--- config.mk ---
export PLATFORM = sky130hd
export DESIGN_NAME = cplgen_top
export DESIGN_NICKNAME = d
export VERILOG_FILES = /design/src/rtl/cplgen_pkg.sv /design/src/rtl/cplgen_capture.sv /design/src/rtl/cplgen_tracker.sv /design/src/rtl/cplgen_pack.sv /design/src/rtl/cplgen_top.sv
export SDC_FILE = /design/constraint.sdc
export NUM_CORES = 1
export LEC_CHECK = 0
export BUFFER_PORTS_ARGS = -buffer_cell sky130_fd_sc_hd__buf_4
export CAP_MARGIN = 15
export CELL_PAD_IN_SITES_DETAIL_PLACEMENT = 2
export CELL_PAD_IN_SITES_GLOBAL_PLACEMENT = 2
export CORE_UTILIZATION = 34
export DETAILED_ROUTE_END_ITERATION = 8
export HOLD_SLACK_MARGIN = 0.03
export PLACE_DENSITY_LB_ADDON = 0.1
export SLEW_MARGIN = 40
export SYNTH_ARGS = -nofsm -noshare
export SYNTH_HDL_FRONTEND = slang
export SYNTH_HIERARCHICAL = 1
export SYNTH_SLANG_ARGS = --single-unit
--- constraint.sdc ---
create_clock -name clk -period 13.3 [get_ports clk]
set_input_delay 3.325 -clock clk [delete_from_list [all_inputs] [get_ports clk]]
set_output_delay 3.325 -clock clk [all_outputs]
set_load 0.1 [all_outputs]
--- src/rtl/cplgen_pkg.sv ---
package cplgen_pkg;

    localparam int RID_W    = 16;
    localparam int TAG_W    = 8;
    localparam int TC_W     = 3;
    localparam int ATTR_W   = 2;
    localparam int STAT_W   = 3;
    localparam int ADDR_W   = 12;
    localparam int BCNT_W   = 13;
    localparam int LEN_W    = 10;
    localparam int BCF_W    = 12;
    localparam int LA_W     = 7;
    localparam int HDR_W    = 96;

    localparam logic [STAT_W-1:0] STAT_SC  = 3'b000;
    localparam logic [STAT_W-1:0] STAT_UR  = 3'b001;
    localparam logic [STAT_W-1:0] STAT_CRS = 3'b010;
    localparam logic [STAT_W-1:0] STAT_CA  = 3'b100;

    localparam logic [4:0] CPL_TYPE    = 5'b01010;
    localparam logic [2:0] FMT_DATA    = 3'b010;
    localparam logic [2:0] FMT_NODATA  = 3'b000;

    typedef enum logic [1:0] {
        K_MEM_RD = 2'b00,
        K_NP_RD  = 2'b01,
        K_NP_WR  = 2'b10,
        K_POSTED = 2'b11
    } req_kind_e;

    typedef enum logic [1:0] {
        S_IDLE      = 2'b00,
        S_SEND_DATA = 2'b01,
        S_SEND_STAT = 2'b10
    } fsm_e;

    typedef struct packed {
        logic [RID_W-1:0]  rid;
        logic [TAG_W-1:0]  tag;
        logic [TC_W-1:0]   tc;
        logic [ATTR_W-1:0] attr;
        logic [RID_W-1:0]  cid;
        logic [STAT_W-1:0] status;
        req_kind_e         kind;
    } req_info_t;

endpackage

--- src/rtl/cplgen_capture.sv ---
module cplgen_capture
    import cplgen_pkg::*;
(
    input  logic      clk,
    input  logic      rst_n,
    input  logic      load,
    input  req_info_t info_in,
    output req_info_t info_q
);

    always_ff @(posedge clk) begin
        if (!rst_n) begin
            info_q <= '0;
        end else if (load) begin
            info_q <= info_in;
        end
    end

endmodule

--- src/rtl/cplgen_tracker.sv ---
module cplgen_tracker #(
    parameter int SEL_W     = 2,
    parameter int BASE_LOG2 = 6,
    parameter int ADDR_W    = 12,
    parameter int BCNT_W    = 13,
    parameter int DW_W      = 10
) (
    input  logic              clk,
    input  logic              rst_n,
    input  logic              load,
    input  logic [ADDR_W-1:0] addr_in,
    input  logic [BCNT_W-1:0] bcnt_in,
    input  logic [SEL_W-1:0]  sel_in,
    input  logic              advance,
    output logic [ADDR_W-1:0] cur_addr,
    output logic [BCNT_W-1:0] remaining,
    output logic [BCNT_W-1:0] seg_bytes,
    output logic [DW_W-1:0]   seg_dw,
    output logic              seg_last
);

    localparam int SPAN_W = BCNT_W + 1;

    logic [SEL_W-1:0]  sel_q;
    logic [BCNT_W-1:0] chunk;
    logic [BCNT_W-1:0] offset;
    logic [BCNT_W-1:0] room;
    logic [SPAN_W-1:0] span;

    always_comb begin
        chunk     = BCNT_W'(1) << (BASE_LOG2 + int'(sel_q));
        offset    = BCNT_W'(cur_addr) & (chunk - BCNT_W'(1));
        room      = chunk - offset;
        seg_last  = (remaining <= room);
        seg_bytes = seg_last ? remaining : room;
        span      = SPAN_W'(cur_addr[1:0]) + SPAN_W'(seg_bytes) + SPAN_W'(3);
        seg_dw    = DW_W'(span >> 2);
    end

    always_ff @(posedge clk) begin
        if (!rst_n) begin
            cur_addr  <= '0;
            remaining <= '0;
            sel_q     <= '0;
        end else if (load) begin
            cur_addr  <= addr_in;
            remaining <= bcnt_in;
            sel_q     <= sel_in;
        end else if (advance) begin
            cur_addr  <= cur_addr + seg_bytes[ADDR_W-1:0];
            remaining <= remaining - seg_bytes;
        end
    end

    // a non-final step leaves fewer, but still some, bytes outstanding
    p_rem_shrinks_r4: assert property (@(posedge clk) disable iff (!rst_n)
        (advance && !load && !seg_last) |=> (remaining < $past(remaining)) && (remaining != '0));

    // every later completion starts on an aligned address
    p_next_aligned_r5: assert property (@(posedge clk) disable iff (!rst_n)
        (advance && !load && !seg_last) |=> (cur_addr[BASE_LOG2-1:0] == '0));

endmodule

--- src/rtl/cplgen_pack.sv ---
module cplgen_pack
    import cplgen_pkg::*;
(
    input  req_info_t        info,
    input  logic             has_data,
    input  logic [LEN_W-1:0] len,
    input  logic [BCF_W-1:0] bcnt,
    input  logic [LA_W-1:0]  low_addr,
    output logic [HDR_W-1:0] hdr
);

    logic [31:0] dw0;
    logic [31:0] dw1;
    logic [31:0] dw2;

    always_comb begin
        dw0 = '0;
        dw0[31:29] = has_data ? FMT_DATA : FMT_NODATA;
        dw0[28:24] = CPL_TYPE;
        dw0[22:20] = info.tc;
        dw0[13:12] = info.attr;
        dw0[9:0]   = len;

        dw1 = '0;
        dw1[31:16] = info.cid;
        dw1[15:13] = info.status;
        dw1[11:0]  = bcnt;

        dw2 = '0;
        dw2[31:16] = info.rid;
        dw2[15:8]  = info.tag;
        dw2[6:0]   = low_addr;

        hdr = {dw0, dw1, dw2};
    end

endmodule

--- src/rtl/cplgen_top.sv ---
module cplgen_top
    import cplgen_pkg::*;
#(
    parameter int CHUNK_SEL_W     = 2,
    parameter int CHUNK_BASE_LOG2 = 6
) (
    input  logic                   clk,
    input  logic                   rst_n,
    input  logic                   req_valid,
    output logic                   req_ready,
    input  logic [1:0]             req_kind,
    input  logic [RID_W-1:0]       req_id,
    input  logic [TAG_W-1:0]       req_tag,
    input  logic [TC_W-1:0]        req_tc,
    input  logic [ATTR_W-1:0]      req_attr,
    input  logic [ADDR_W-1:0]      req_addr,
    input  logic [BCNT_W-1:0]      req_bytes,
    input  logic [RID_W-1:0]       cpl_id,
    input  logic [STAT_W-1:0]      cpl_status,
    input  logic [CHUNK_SEL_W-1:0] chunk_sel,
    output logic                   hdr_valid,
    input  logic                   hdr_ready,
    output logic [HDR_W-1:0]       hdr_data,
    output logic                   hdr_last
);

    fsm_e       state_q;
    fsm_e       state_d;
    req_info_t  info_in;
    req_info_t  info_q;
    logic       accept;
    logic       load;
    logic       fire;
    logic       is_mem;
    logic       advance;

    logic [ADDR_W-1:0] cur_addr;
    logic [BCNT_W-1:0] remaining;
    logic [BCNT_W-1:0] seg_bytes;
    logic [LEN_W-1:0]  seg_dw;
    logic              seg_last;

    logic              f_data;
    logic [LEN_W-1:0]  f_len;
    logic [BCF_W-1:0]  f_bcnt;
    logic [LA_W-1:0]   f_la;

    always_comb begin
        info_in.rid    = req_id;
        info_in.tag    = req_tag;
        info_in.tc     = req_tc;
        info_in.attr   = req_attr;
        info_in.cid    = cpl_id;
        info_in.status = cpl_status;
        info_in.kind   = req_kind_e'(req_kind);
    end

    assign accept  = req_valid && req_ready;
    assign load    = accept && (req_kind_e'(req_kind) != K_POSTED);
    assign fire    = hdr_valid && hdr_ready;
    assign is_mem  = (info_q.kind == K_MEM_RD);
    assign advance = fire && is_mem && (state_q == S_SEND_DATA);

    cplgen_capture u_capture (
        .clk     (clk),
        .rst_n   (rst_n),
        .load    (load),
        .info_in (info_in),
        .info_q  (info_q)
    );

    cplgen_tracker #(
        .SEL_W     (CHUNK_SEL_W),
        .BASE_LOG2 (CHUNK_BASE_LOG2),
        .ADDR_W    (ADDR_W),
        .BCNT_W    (BCNT_W),
        .DW_W      (LEN_W)
    ) u_tracker (
        .clk       (clk),
        .rst_n     (rst_n),
        .load      (load),
        .addr_in   (req_addr),
        .bcnt_in   (req_bytes),
        .sel_in    (chunk_sel),
        .advance   (advance),
        .cur_addr  (cur_addr),
        .remaining (remaining),
        .seg_bytes (seg_bytes),
        .seg_dw    (seg_dw),
        .seg_last  (seg_last)
    );

    // next-state selection
    always_comb begin
        state_d = state_q;
        unique case (state_q)
            S_IDLE: begin
                if (req_valid) begin
                    if (req_kind_e'(req_kind) == K_POSTED) begin
                        state_d = S_IDLE;                       // T_DROP
                    end else if (cpl_status != STAT_SC) begin
                        state_d = S_SEND_STAT;                  // T_REJECT
                    end else if (req_kind_e'(req_kind) == K_NP_WR) begin
                        state_d = S_SEND_STAT;                  // T_ACK_WR
                    end else begin
                        state_d = S_SEND_DATA;                  // T_START
                    end
                end
            end
            S_SEND_DATA: begin
                if (hdr_ready) begin
                    state_d = (!is_mem || seg_last) ? S_IDLE    // T_DONE
                                                    : S_SEND_DATA; // T_NEXT
                end
            end
            S_SEND_STAT: begin
                if (hdr_ready) begin
                    state_d = S_IDLE;                           // T_STAT_DONE
                end
            end
            default: state_d = S_IDLE;
        endcase
    end

    always_ff @(posedge clk) begin
        if (!rst_n) begin
            state_q <= S_IDLE;
        end else begin
            state_q <= state_d;
        end
    end

    // output process
    always_comb begin
        req_ready = 1'b0;
        hdr_valid = 1'b0;
        hdr_last  = 1'b0;
        f_data    = 1'b0;
        f_len     = '0;
        f_bcnt    = is_mem ? remaining[BCF_W-1:0] : BCF_W'(4);
        f_la      = is_mem ? cur_addr[LA_W-1:0] : '0;
        unique case (state_q)
            S_IDLE: begin
                req_ready = 1'b1;
            end
            S_SEND_DATA: begin
                hdr_valid = 1'b1;
                hdr_last  = !is_mem || seg_last;
                f_data    = 1'b1;
                f_len     = is_mem ? seg_dw : LEN_W'(1);
            end
            S_SEND_STAT: begin
                hdr_valid = 1'b1;
                hdr_last  = 1'b1;
            end
            default: begin
                req_ready = 1'b0;
            end
        endcase
    end

    cplgen_pack u_pack (
        .info     (info_q),
        .has_data (f_data),
        .len      (f_len),
        .bcnt     (f_bcnt),
        .low_addr (f_la),
        .hdr      (hdr_data)
    );

    // a header under backpressure does not move
    p_hold_stable_r9: assert property (@(posedge clk) disable iff (!rst_n)
        (hdr_valid && !hdr_ready) |=> hdr_valid && $stable(hdr_data) && $stable(hdr_last));

    // a status-only header ends its request at once
    p_stat_single_r3: assert property (@(posedge clk) disable iff (!rst_n)
        (state_q == S_SEND_STAT && hdr_ready) |=> req_ready);

    // a header without data carries length 0
    p_nodata_len_r3: assert property (@(posedge clk) disable iff (!rst_n)
        (hdr_valid && !hdr_data[94]) |-> (hdr_data[73:64] == '0));

    // a posted request never opens a header
    p_posted_quiet_r8: assert property (@(posedge clk) disable iff (!rst_n)
        (accept && req_kind == 2'b11) |=> !hdr_valid);

endmodule

; Word-level counts from Yosys, hierarchy flattened
; Index checks and enable logic that the tools add are counted.
[totals]
input_bits = 81
output_inout_bits = 99
reg_bits = 79
elab_cells = 64
[op_classes]
bitwise = 1
muxes = 22
add_sub_neg = 7
n_eq_ne = 8
magnitude_cmp = 1
reduce_logical = 13
n_shift = 1
[ops]
columns = operator, n
row1 = 2-to-1 mux 13 bit, 3
row2 = 2-to-1 mux 12 bit, 3
row3 = left shift 1 x 32 -> 13 bit (first input constant), 1
row4 = subtractor 13 bit, 2
row5 = 2-to-1 mux 10 bit, 2
row6 = 2-to-1 mux 2 bit, 7
row7 = bitwise AND 12 x 13 -> 13 bit, 1
row8 = less-or-equal comparator 13 bit, 1
row9 = subtractor 13 x 1 -> 13 bit (second input constant), 1
row10 = adder 12 bit, 1
row11 = adder 12 x 2 -> 12 bit (second input constant), 1
row12 = adder 2 x 12 -> 12 bit, 1
row13 = inequality test 2 bit (second input constant), 4
row14 = 2-to-1 mux 7 bit, 1
row15 = equality test 2 bit (second input constant), 3
row16 = one-hot mux 2 bit (3 select lines), 1
row17 = logical AND 1 bit, 5
row18 = adder 3 x 2 -> 4 bit (first input constant), 1
row19 = logical NOT 2 bit, 2
row20 = 2-to-1 mux 1 bit, 4
row21 = AND reduction 3 bit, 1
row22 = nonzero test 3 bit, 1
row23 = equality test 2 x 1 -> 1 bit (second input constant), 1
row24 = one-hot mux 1 bit (2 select lines), 1
row25 = 4 further kinds, 4

; Logic depth before layout (Yosys ltp)
; Gate-level depths: netlist (run 1).
[depth]
word_depth = 11
depth_mapped = 40
ltp_nobuf = 36

; Hierarchy
; Netlist (run 1), hierarchy kept.
[modules_own_cells]
columns = mod, instances, seq_area_each_um2, cells_per_inst, area_each_um2
row1 = cplgen_tracker, 1, 540.5, 550, 3973.8
row2 = cplgen_capture, 1, 1001.0, 161, 1919.3
row3 = cplgen_pack, 1, 0.0, 98, 728.2
row4 = cplgen_top, 1, 40.0, 58, 404.1

; Worst setup path before layout (run 1)
; OpenSTA, ideal clock, no wires.
[synth_timing]
kind = reg2out
start = reg u_tracker.cur_addr[1]
end = out hdr_data[71]
required_ns = 9.975
arrival_ns = 5.877
stages_incl_launch_ff = 31
path_buffers = 5
setup_slack_ns = 4.098
path_cell_list = dfxtp_1 > inv_1 > ha_1 > nand2b_1 > a2111oi_0 > o21ai_0 > a31o_2 > a21oi_1 > nand2b_1 > clkbuf_1 > ha_1 > nand4_1 > nor3_1 > or4b_4 > a211oi_4 > a211oi_2 > inv_2 > buf_6 > buf_4 > buf_2 > nand2_1 > o21ai_0 > inv_1 > ha_1 > nor2_1 > fa_1 > nand2_1 > nor2_1 > xnor2_1 > and3_1 > buf_4
[synth_between]
elab_chain_cells = 8
[synth_rtl]
columns = element, line_no
row1 = start: declaration, cplgen_tracker.sv:15  ; output logic [ADDR_W-1:0] cur_addr,
row2 = start signal: assignment, cplgen_tracker.sv:46  ; cur_addr <= addr_in;
row3 = start signal: assignment, cplgen_tracker.sv:50  ; cur_addr <= cur_addr + seg_bytes[ADDR_W-1:0];
row4 = bitwise AND 12 x 13 -> 13 bit (*), cplgen_tracker.sv:32  ; offset = BCNT_W'(cur_addr) & (chunk - BCNT_W'(1));
row5 = subtractor 13 bit (*), cplgen_tracker.sv:33  ; room = chunk - offset;
row6 = less-or-equal comparator 13 bit, cplgen_tracker.sv:34  ; seg_last = (remaining <= room);
row7 = 2-to-1 mux 13 bit (*), cplgen_tracker.sv:35  ; seg_bytes = seg_last ? remaining : room;
row8 = named net seg_bytes[1], cplgen_top.sv:39  ; logic [BCNT_W-1:0] seg_bytes;
row9 = adder 2 x 12 -> 12 bit (*), cplgen_tracker.sv:36  ; span = SPAN_W'(cur_addr[1:0]) + SPAN_W'(seg_bytes) + SPAN_W'(3);
row10 = adder 12 x 2 -> 12 bit (*), cplgen_tracker.sv:36
row11 = named net seg_dw[7], cplgen_top.sv:40  ; logic [LEN_W-1:0] seg_dw;
row12 = 2-to-1 mux 10 bit (*), cplgen_top.sv:150  ; f_len = is_mem ? seg_dw : LEN_W'(1);
row13 = 2-to-1 mux 10 bit (*), cplgen_top.sv:142  ; unique case (state_q)
row14 = end: declaration, cplgen_top.sv:23  ; output logic [HDR_W-1:0] hdr_data,
; The timed path passes the listed nets; every way through them passes the cells marked *.

; Worst setup path in the final report (run 1)
[layout_timing]
start = reg u_tracker.cur_addr[0]
end = out hdr_data[71]
[layout_between]
elab_chain_cells = 8
[layout_rtl]
columns = element, line_no
row1 = bitwise AND 12 x 13 -> 13 bit, cplgen_tracker.sv:32
row2 = subtractor 13 bit, cplgen_tracker.sv:33
row3 = less-or-equal comparator 13 bit, cplgen_tracker.sv:34
row4 = named net seg_last, cplgen_top.sv:41  ; logic seg_last;
row5 = 2-to-1 mux 13 bit, cplgen_tracker.sv:35
row6 = named net seg_bytes[1], cplgen_top.sv:39
row7 = adder 2 x 12 -> 12 bit, cplgen_tracker.sv:36
row8 = adder 12 x 2 -> 12 bit, cplgen_tracker.sv:36
row9 = named net seg_dw[7], cplgen_top.sv:40
row10 = 2-to-1 mux 10 bit, cplgen_top.sv:150
row11 = 2-to-1 mux 10 bit, cplgen_top.sv:142
; The timed path passes the listed nets, and every way through them passes these cells.

==> qor.yml, run 1 <==
r2r_setup_slack_ns: 4.50
grt_pass1_wl_mm: 33.5
seqPwrFrac: 0.217
min_delay_path_depth: 2
drv_slew: 0
grt_start_max_net_pins: 69
period_minus_slack_ns: 11.04
synth_area_mm2: 0.00673
post_synth.cell_area_avg_um2: 8.14
reg2reg_to: "u_tracker/remaining[11]"
cp.required_ns: 9.97
peakVddDrop_mv: 0.0626
hold_viol_final: 0
grt_use_total: 0.212
swShare: 0.516
ctsLongestPathBuffers: 2
post-route-period-util: 0.830
hpwl_mm: 16.4
drive_above_1_share: 0.233
cts_tree: "yes"
die_area_mm2: 0.0204
finalWeightedCongestion: 0.831
yosysWarningCount: 6
antenna_found_initial: 0
area.sequential_mm2: 0.00152
synthToLayoutAreaGrowth_pct: 15.1
cap_violations: 0
core_mm2: 0.0195
p_sw_uw: 670
holdCritPathClass: "reg -> reg"
fmax_ghz: 0.0906
syn_inst: 827
finClkSkew_ns: 0.00609
hp-start: "u_capture/info_q[8]"
regToRegStartpoint: "u_tracker/cur_addr[0]"
cp-end-kind: "output pin"
postCtsSetupRepairBufs: 0
nets: 1007
worst_ep_arrival_time_ns: 7.72
p_leak_nw: 3.44
hold_slack_ns: 0.522
vias: 5952
power.total_mw: 1.30
hold_end: "u_capture/info_q[8]"
clock_latency_ns: 0.35
p_int_uw: 630
cts.clk_slew.worst_paths_ns: 0.07
rsz0062_at_grt: "no"
setup_violations: 0
crit_type: "reg -> out"
clock_power_share: 0.204
post_drt_wl_per_cell_um: 18.4
slew_headroom: 0.448
cts_buffers: 9
postCtsHoldBufs: 0
finalWirelength_mm: 21.2
reg2regPathDepth: 32
portBuffers: 158
comb_power_share: 0.579
clock-root-buffer: "clkbuf_16"
vias_per_cell: 5.16
worst_setup_path_start_kind: "flip-flop"
grt_overflow: 0
powerDensity_mw_per_mm2: 168
drt_iter0_drc: 172
dpl-instance-area_mm2: 0.00743
diodes: 0
ant_nets: 0
die_x_um: 143
status: "finished clean"
fin_area_mm2: 0.00774
multiInputGateArea_mm2: 0.00419
grt_pass1_vias: 6408
timing.setup.tns_ns: 0
initial_core_util: 0.346
first_pass_iters: 6
clkSinkCount: 76
htreeDepth: 3
ctsResizeCount: 0
num_io_pins: 180
drc: 0
tightest_slew_ns: 0.827
filler_cell_count: 2234
crit_path_max_fanout: 39
fp.dieH_um: 143
num_rows: 51
-- area by class of cell --
class,count,area share
repair buffers,163,0.160
multi-input cells,593,0.541
well taps,265,0.0428
clock inverters,6,0.00905
flip-flops and latches,76,0.196
clock buffers,10,0.0309
inverters,41,0.0199
-- worst max-delay path: stages (launching register included) --
cell and delay (ns):
dfxtp_1 0.38, inv_1 0.13, ha_1 0.20, nand2b_1 0.09, a2111oi_0 0.58, o21ai_0 0.24
a31o_2 0.31, a21oi_1 0.21, nand2b_1 0.42, ha_1 0.25, nand4_1 0.20, nor3_1 0.44
or4b_4 0.53, a211oi_4 0.38, a211oi_4 0.09, inv_2 0.53, nand2_1 0.13, o21ai_0 0.22
inv_1 0.20, ha_1 0.34, nor2_1 0.27, fa_1 0.39, nand2_1 0.13, nor2_1 0.13
xnor2_1 0.12, and3_1 0.16, buf_4 0.29
-- sequential cells by signal, indices dropped and copies added (netlist names) --
| signal | flops |
|---|---|
| state_q | 2 |
| u_capture/info_q | 50 |
| u_tracker/cur_addr | 9 |
| u_tracker/remaining | 13 |
| u_tracker/sel_q | 2 |
-- routing by layer --
layer,share of wire,track usage
met4,0.017,0.0787
met5,0,0
met1,0.43,0.247
met3,0.049,0.0329
met2,0.50,0.388
-- through the flow --
step	utilization	instances	setup slack, ns
detailed placement	0.382	1138	2.57
CTS	0.397	1154	2.16
finish	0.398	1154	2.26
floorplan	-	848	4.10
global placement	0.380	1137	2.82
global route	0.398	1154	1.61
-- worst max-delay path by stage --
stage,start,end,slack (ns),depth (start not counted)
floorplan,u_tracker/cur_addr[1],hdr_data[71],4.10,30
global placement,u_tracker/cur_addr[0],hdr_data[71],2.82,26
detailed placement,u_tracker/cur_addr[0],hdr_data[71],2.57,26
CTS,u_tracker/cur_addr[0],hdr_data[71],2.16,26
global route,u_tracker/cur_addr[0],hdr_data[71],1.61,26
finish,u_tracker/cur_addr[0],hdr_data[71],2.26,26
-- cell usage in the layout (no fill, tap or decap), types with 13 or more instances in the layout --
| cell type | instances |
|---|---|
| a21o_1 | 14 |
| a21oi_1 | 40 |
| and2_1 | 21 |
| and3_1 | 13 |
| buf_4 | 162 |
| conb_1 | 25 |
| dfxtp_1 | 76 |
| ha_1 | 39 |
| inv_1 | 39 |
| mux2i_1 | 60 |
| nand2_1 | 54 |
| nand3_1 | 20 |
| nor2_1 | 43 |
| nor2b_1 | 53 |
| nor3_1 | 15 |
| o21ai_0 | 35 |
| xnor2_1 | 20 |
-- power by group through the flow --
stage | clock [mW] | combinational [mW] | sequential [mW]
6_report | 0.266 | 0.752 | 0.282
5_1_grt | 0.283 | 0.806 | 0.287
4_1_cts | 0.275 | 0.756 | 0.283
3_5_place_dp | 0 | 0.750 | 0.288
3_3_place_gp | 0 | 0.723 | 0.285
2_1_floorplan | 0 | 0.627 | 0.275
Note: power is estimated with default switching activity, not from simulation.
==> run 2: changes to the inputs <==
--- a/config.mk
+++ b/config.mk
@@ -9,7 +9,7 @@
 export CAP_MARGIN = 15
 export CELL_PAD_IN_SITES_DETAIL_PLACEMENT = 2
 export CELL_PAD_IN_SITES_GLOBAL_PLACEMENT = 2
-export CORE_UTILIZATION = 34
+export CORE_UTILIZATION = 31
 export DETAILED_ROUTE_END_ITERATION = 8
 export HOLD_SLACK_MARGIN = 0.03
 export PLACE_DENSITY_LB_ADDON = 0.1
==> constraint.sdc (replaced) <==
create_clock -name clk -period 11.5 [get_ports clk]
set_input_delay 2.875 -clock clk [delete_from_list [all_inputs] [get_ports clk]]
set_output_delay 2.875 -clock clk [all_outputs]
set_load 0.1 [all_outputs]
==> run 2 against run 1 <==
Effect of this change:
- sequential share of layout area shrank 0.17 points
- worst setup slack lost 0.75 ns
- clock power grew 35%
- worst hold slack lost 0.0019 ns
- global-route usage shrank 1.6 points
- register-to-register slack lost 1.2 ns
- first-iteration DRC count shrank 38%
- routed wire length grew 1.1%
- die area grew 9.5%
- utilization shrank 2.9 points
- critical endpoint unchanged
- largest power group unchanged
==> qor.yml, run 2 (synthesis results as in run 1) <==
htreeDepth: 3  # unchanged
initial_core_util: 0.318  # was 0.346
clkSinkCount: 76  # unchanged
first_pass_iters: 4  # was 6
finalWirelength_mm: 21.5  # was 21.2 mm
peakVddDrop_mv: 0.0747  # was 0.0626 mV
hp-start: "u_capture/info_q[29]"  # was u_capture/info_q[8]
timing.setup.tns_ns: 0  # unchanged
min_delay_path_depth: 2  # unchanged
vias: 5903  # was 5952
portBuffers: 158  # unchanged
crit_type: "reg -> out"  # unchanged
hpwl_mm: 16.5  # was 16.4 mm
grt_use_total: 0.195  # was 0.212
status: "finished clean"  # unchanged
p_leak_nw: 3.48  # was 3.44 nW
cts_tree: "yes"  # unchanged
crit_path_max_fanout: 11  # was 39
vias_per_cell: 5.07  # was 5.16
die_area_mm2: 0.0223  # was 0.0204 mm^2
ctsResizeCount: 0  # unchanged
cap_violations: 0  # unchanged
cts_buffers: 9  # unchanged
fp.dieH_um: 149  # was 143 um
reg_top3: "u_capture/info_q (50), u_tracker/remaining (13), u_tracker/cur_addr (9)"  # unchanged
ant_nets: 0  # unchanged
rsz0062_at_grt: "no"  # unchanged
drv_slew: 0  # unchanged
final_common_cell: "buf_4"  # unchanged
worst_ep_arrival_time_ns: 7.12  # was 7.72 ns
seqPwrFrac: 0.210  # was 0.217
antenna_found_initial: 0  # unchanged
core_mm2: 0.0212  # was 0.0195 mm^2
cp-end-kind: "output pin"  # unchanged
p_sw_uw: 767  # was 670 uW
clock_power_share: 0.231  # was 0.204
drive_above_1_share: 0.233  # unchanged
num_io_pins: 180  # unchanged
grt_overflow: 0  # unchanged
period_minus_slack_ns: 9.99
nets: 1008  # was 1007
powerDensity_mw_per_mm2: 199  # was 168 mW/mm^2
slew_headroom: 0.464  # was 0.448
reg2regPathDepth: 32  # unchanged
drt_iter0_drc: 106  # was 172
fin_util: 0.369  # was 0.398
finClkSkew_ns: 0.0134  # was 0.00609 ns
tightest_slew_ns: 0.802  # was 0.827 ns
holdCritPathClass: "reg -> reg"  # unchanged
postCtsHoldBufs: 0  # unchanged
power.total_mw: 1.55  # was 1.30 mW
grt_pass1_vias: 6249  # was 6408
grt_pass1_wl_mm: 33.7  # was 33.5 mm
post-route-period-util: 0.869
swShare: 0.494  # was 0.516
largest_register_ffs: 50  # unchanged
p_int_uw: 785  # was 630 uW
hold_viol_final: 0  # unchanged
post_drt_wl_per_cell_um: 18.4  # about the same
fmax_ghz: 0.100
comb_power_share: 0.559  # was 0.579
hold_slack_ns: 0.520  # was 0.522 ns
grt_start_max_net_pins: 69  # unchanged
clock_latency_ns: 0.35  # about the same
ctsLongestPathBuffers: 2  # unchanged
worst_setup_path_start_kind: "flip-flop"  # unchanged
setup_violations: 0  # unchanged
regToRegStartpoint: "u_tracker/cur_addr[1]"  # was u_tracker/cur_addr[0]
cp.required_ns: 8.63  # was 9.97 ns
most-common-layout-cells: "163 x buf_4, 76 x dfxtp_1, 60 x mux2i_1, 54 x nand2_1, 53 x nor2b_1"  # was 162 x buf_4, 76 x dfxtp_1, 60 x mux2i_1, 54 x nand2_1, 53 x nor2b_1
cts.clk_slew.worst_paths_ns: 0.07  # about the same
die_x_um: 149  # was 143 um
clock-root-buffer: "clkbuf_16"  # unchanged
largest_register: "u_capture/info_q"  # unchanged
num_rows: 53  # was 51
drc: 0  # unchanged
finalWeightedCongestion: 0.826  # was 0.831
cp-startpoint: "u_tracker/cur_addr[1]"  # was u_tracker/cur_addr[0]
synthToLayoutAreaGrowth_pct: 16.1  # was 15.1%
postCtsSetupRepairBufs: 0  # unchanged
## run 2: worst paths after layout
check,to,slack [ns]
setup reg to reg,u_tracker/remaining[11],3.26
setup / recovery,hdr_data[71],1.51
hold / removal,u_capture/info_q[29],0.52
hold reg to reg,u_capture/info_q[29],0.52
## run 2: area by class of cell
cell class / instances / area [um^2]
fill: 2412 / 13300
multi-input combinational: 593 / 4190
sequential: 76 / 1520
timing repair buffer: 164 / 1230
tap: 275 / 344
clock buffer: 9 / 225
inverter: 41 / 154
clock inverter: 6 / 138
antenna: 1 / 2.50
## run 2: worst max-delay path, stage by stage (launching register included)
cell	delay, ns
dfxtp_1	0.37
inv_1	0.13
ha_1	0.20
nand2b_1	0.10
a2111oi_0	0.54
o21ai_0	0.21
a31o_2	0.29
a21oi_1	0.20
nand2b_1	0.41
ha_1	0.23
nand4_1	0.17
nor3_1	0.50
or4b_4	0.54
a211oi_4	0.40
a211oi_4	0.09
inv_2	0.09
nand2_1	0.05
o21ai_0	0.19
inv_1	0.19
ha_1	0.33
nor2_1	0.26
fa_1	0.39
nand2_1	0.13
nor2_1	0.13
xnor2_1	0.14
and3_1	0.17
buf_4	0.29
## run 2: stage by stage
stage | worst slack (ns) | instance area, um^2 | cells
2_1_floorplan | 2.75 | 6810 | 848
3_3_place_gp | 1.89 | 7430 | 1149
3_5_place_dp | 1.76 | 7440 | 1149
4_1_cts | 1.35 | 7800 | 1164
5_1_grt | 0.765 | 7810 | 1164
6_report | 1.51 | 7810 | 1165
## run 2: power by group through the flow
| stage | Sequential [mW] | Clock (mW) | Combinational [mW] |
|---|---|---|---|
| after floorplan | 0.318 | 0 | 0.725 |
| after CTS | 0.327 | 0.372 | 0.873 |
| after detailed placement | 0.333 | 0 | 0.868 |
| after global routing | 0.332 | 0.380 | 0.935 |
| after global placement | 0.329 | 0 | 0.840 |
| final | 0.326 | 0.358 | 0.867 |
## run 2: routing by layer
metal  GRT usage  routed length (um)  up-vias  part of all wire
met2       0.352               10900      126              0.51
met5           0                   0        -                 0
met4      0.0622                 290        0             0.014
li1            -                   -     2874                 -
met3      0.0281                 818       16             0.038
met1       0.236                9490     2887              0.44
==> run 3: changes to the inputs <==
--- a/config.mk
+++ b/config.mk
@@ -9,12 +9,12 @@
 export CAP_MARGIN = 15
 export CELL_PAD_IN_SITES_DETAIL_PLACEMENT = 2
 export CELL_PAD_IN_SITES_GLOBAL_PLACEMENT = 2
-export CORE_UTILIZATION = 31
+export CORE_ASPECT_RATIO = 1.2
+export CORE_UTILIZATION = 28
 export DETAILED_ROUTE_END_ITERATION = 8
 export HOLD_SLACK_MARGIN = 0.03
 export PLACE_DENSITY_LB_ADDON = 0.1
 export SLEW_MARGIN = 40
 export SYNTH_ARGS = -nofsm -noshare
 export SYNTH_HDL_FRONTEND = slang
-export SYNTH_HIERARCHICAL = 1
 export SYNTH_SLANG_ARGS = --single-unit
==> run 3 against run 2 <==
Effect of this change:
- power is 16% higher
- via count is 5.6% lower
- combinational power is 31% higher
- maximum frequency is 12% higher
- sequential cell count stayed put
- non-clock buffer count stayed put
- worst setup slack better by 1.1 ns
- worst hold slack worse by 0.066 ns
- die area is 6.1% lower
- highest routed layer unchanged
==> qor.yml, run 3 <==
synth_most_common_cell: "nand2_1"
hpwl_mm: 15.2  # was 16.5 mm
drive_above_1_share: 0.229  # was 0.233
place_ws_ns: 2.90  # was 1.76 ns
tightest_slew_ns: 0.788  # was 0.802 ns
postCtsHoldBufs: 0  # unchanged
die_area_mm2: 0.0209  # was 0.0223 mm^2
ctsLongestPathBuffers: 2  # unchanged
area.sequential_mm2: 0.00152  # unchanged
postCtsSetupRepairBufs: 0  # unchanged
placedCellCount: 1110  # was 1149
cts_buffers: 9  # unchanged
yosysWarningCount: 0  # was 6
ys_async_sr_fraction: 0
clock_latency_ns: 0.35  # about the same
fin_area_mm2: 0.00704  # was 0.00781 mm^2
post_drt_wl_per_cell_um: 17.9  # was 18.4 um
htreeDepth: 3  # unchanged
synth_area_mm2: 0.00570  # was 0.00673 mm^2
cap_violations: 0  # unchanged
drt_iter0_drc: 91  # was 106
hold_slack_ns: 0.455  # was 0.520 ns
drv_slew: 0  # unchanged
finalWirelength_mm: 20.1  # was 21.5 mm
setup_violations: 0  # unchanged
ant_nets: 0  # unchanged
worst_ep_arrival_time_ns: 6.04  # was 7.12 ns
slew_headroom: 0.475  # was 0.464
yosys-top-cells-area: "dfxtp_1 27%, ha_1 11%, nand2_1 9.8%"
cts.clk_slew.worst_paths_ns: 0.06  # was 0.07 ns
rsz0062_at_grt: "no"  # unchanged
crit_path_max_fanout: 10  # was 11
drc: 0  # unchanged
fin_ws_ns: 2.59  # was 1.51 ns
yosysTopAreaCell: "dfxtp_1"
holdCritPathClass: "reg -> reg"  # unchanged
yosysSeqAreaShare: 0.267
grt_pass1_wl_mm: 31.8  # was 33.7 mm
fp.dieH_um: 158  # was 149 um
synth.ff_latch_count: 76
largest_register_ffs: 50  # unchanged
first_pass_iters: 4  # unchanged
num_io_pins: 180  # unchanged
synthFlopType: "dfxtp_1"
most-common-layout-cells: "163 x buf_4, 149 x nand2_1, 91 x a21oi_1, 76 x dfxtp_1, 48 x ha_1"  # was 163 x buf_4, 76 x dfxtp_1, 60 x mux2i_1, 54 x nand2_1, 53 x nor2b_1
peakVddDrop_mv: 0.115  # was 0.0747 mV
timing.setup.tns_ns: 0  # unchanged
finClkSkew_ns: 0.0106  # was 0.0134 ns
period_minus_slack_ns: 8.91  # was 9.99 ns
p_leak_nw: 3.13  # was 3.48 nW
ctsResizeCount: 0  # unchanged
fmax_ghz: 0.112  # was 0.100 GHz
post_synth.cell_area_avg_um2: 7.45  # was 8.14 um^2
cp.required_ns: 8.63  # about the same
grt_pass1_vias: 6165  # was 6249
synthToLayoutAreaGrowth_pct: 23.4  # was 16.1%
fin_cells: 1126  # was 1165
yosys.area.top_type_share: 0.267
initial_core_util: 0.289  # was 0.318
crit_type: "reg -> out"  # unchanged
status: "finished clean"  # unchanged
num_rows: 56  # was 53
powerDensity_mw_per_mm2: 257  # was 199 mW/mm^2
multiInputGateArea_mm2: 0.00347  # was 0.00419 mm^2
antenna_found_initial: 0  # unchanged
post-route-period-util: 0.775  # was 0.869
vias_per_cell: 4.95  # was 5.07
grt_start_max_net_pins: 77  # was 69
synth_enable_flop_cells: 0
filler_cell_count: 2354  # was 2412
cts_tree: "yes"  # unchanged
reg_top3: "u_capture.info_q (50), u_tracker.remaining (13), u_tracker.cur_addr (9)"  # was u_capture/info_q (50), u_tracker/remaining (13), u_tracker/cur_addr (9)
grt_overflow: 0  # unchanged
syn_inst: 765  # was 827
worst_setup_path_start_kind: "flip-flop"  # unchanged
post_synth_most_frequent_cells: "149 x nand2_1, 91 x a21oi_1, 76 x dfxtp_1"
dpl-instance-area_mm2: 0.00671  # was 0.00744 mm^2
portBuffers: 158  # unchanged
cp-end-kind: "output pin"  # unchanged
largest_register: "u_capture.info_q"  # was u_capture/info_q
grt_use_total: 0.196  # was 0.195
die_x_um: 132  # was 149 um
finalWeightedCongestion: 0.842  # was 0.826
diodes: 0  # was 1
final_common_cell: "buf_4"  # unchanged
nets: 992  # was 1008
vias: 5575  # was 5903
ys_types: 60
clock-root-buffer: "clkbuf_16"  # unchanged
hold_viol_final: 0  # unchanged
clkSinkCount: 76  # unchanged
core_mm2: 0.0198  # was 0.0212 mm^2
## run 3: cells by family (layout without fill, tap and decap cells)
kind of cell / Yosys count / count (layout) / synth area share
simple gates: 271 / 271 / 0.212
compound gates: 182 / 182 / 0.199
buf+inv: 145 / 222 / 0.143
flops: 76 / 76 / 0.267
fa+ha+maj: 51 / 51 / 0.116
xor+xnor: 27 / 27 / 0.0415
mux: 11 / 11 / 0.0202
other cells: 2 / 25 / 0.00132
## run 3: routing by layer
metal	vias to the layer above	share of wire	track usage	routed length (um)
met5	-	0	0	0
met4	0	0.012	0.0536	243
met3	17	0.029	0.0267	593
met2	118	0.52	0.379	10500
met1	2730	0.43	0.224	8750
li1	2710	-	-	-
## run 3: cell type report
class / count / area share
Sequential cell: 76 / 0.216
Clock buffer: 10 / 0.0325
Timing Repair Buffer: 164 / 0.176
Multi-Input combinational cell: 567 / 0.493
Inverter: 42 / 0.0224
Clock inverter: 6 / 0.0135
Tap cell: 261 / 0.0464
## run 3: power by group
| group | switching (mW) | internal, mW |
|---|---|---|
| combinational | 0.786 | 0.350 |
| clock | 0.128 | 0.193 |
| sequential | 0.0461 | 0.303 |
| total | 0.961 | 0.845 |
## run 3: final timing paths
path	start	slack [ns]	endpoint	cells past startpoint
min reg2reg	u_capture.info_q[28]	0.45	u_capture.info_q[28]	2
max reg2reg	u_tracker.sel_q[1]	5.11	u_tracker.remaining[12]	25
max	u_tracker.sel_q[1]	2.59	hdr_data[73]	22
min	u_capture.info_q[28]	0.45	u_capture.info_q[28]	2
## run 3: per-stage QoR
step           power [mW]  utilization
2_1_floorplan        1.24            -
4_1_cts              1.83        0.356
6_report             1.81        0.356
3_5_place_dp         1.50        0.339
5_1_grt              1.93        0.356
3_3_place_gp         1.46        0.339
## run 3: worst max-delay path, stage by stage (launching register included)
cell and delay (ns):
dfxtp_1 0.51, and2_1 0.21, nand2_1 0.08, ha_1 0.38, nand3_1 0.17, a211o_1 0.34
a311oi_1 0.38, ha_1 0.21, nand3_1 0.16, nor2_1 0.18, nand2_1 0.11, o211a_1 0.27
nor2_2 0.21, mux2_2 0.41, inv_1 0.15, ha_1 0.29, nor2_1 0.19, fa_1 0.19
inv_1 0.08, a21o_1 0.23, nor4_1 0.32, mux2i_1 0.27, buf_4 0.32
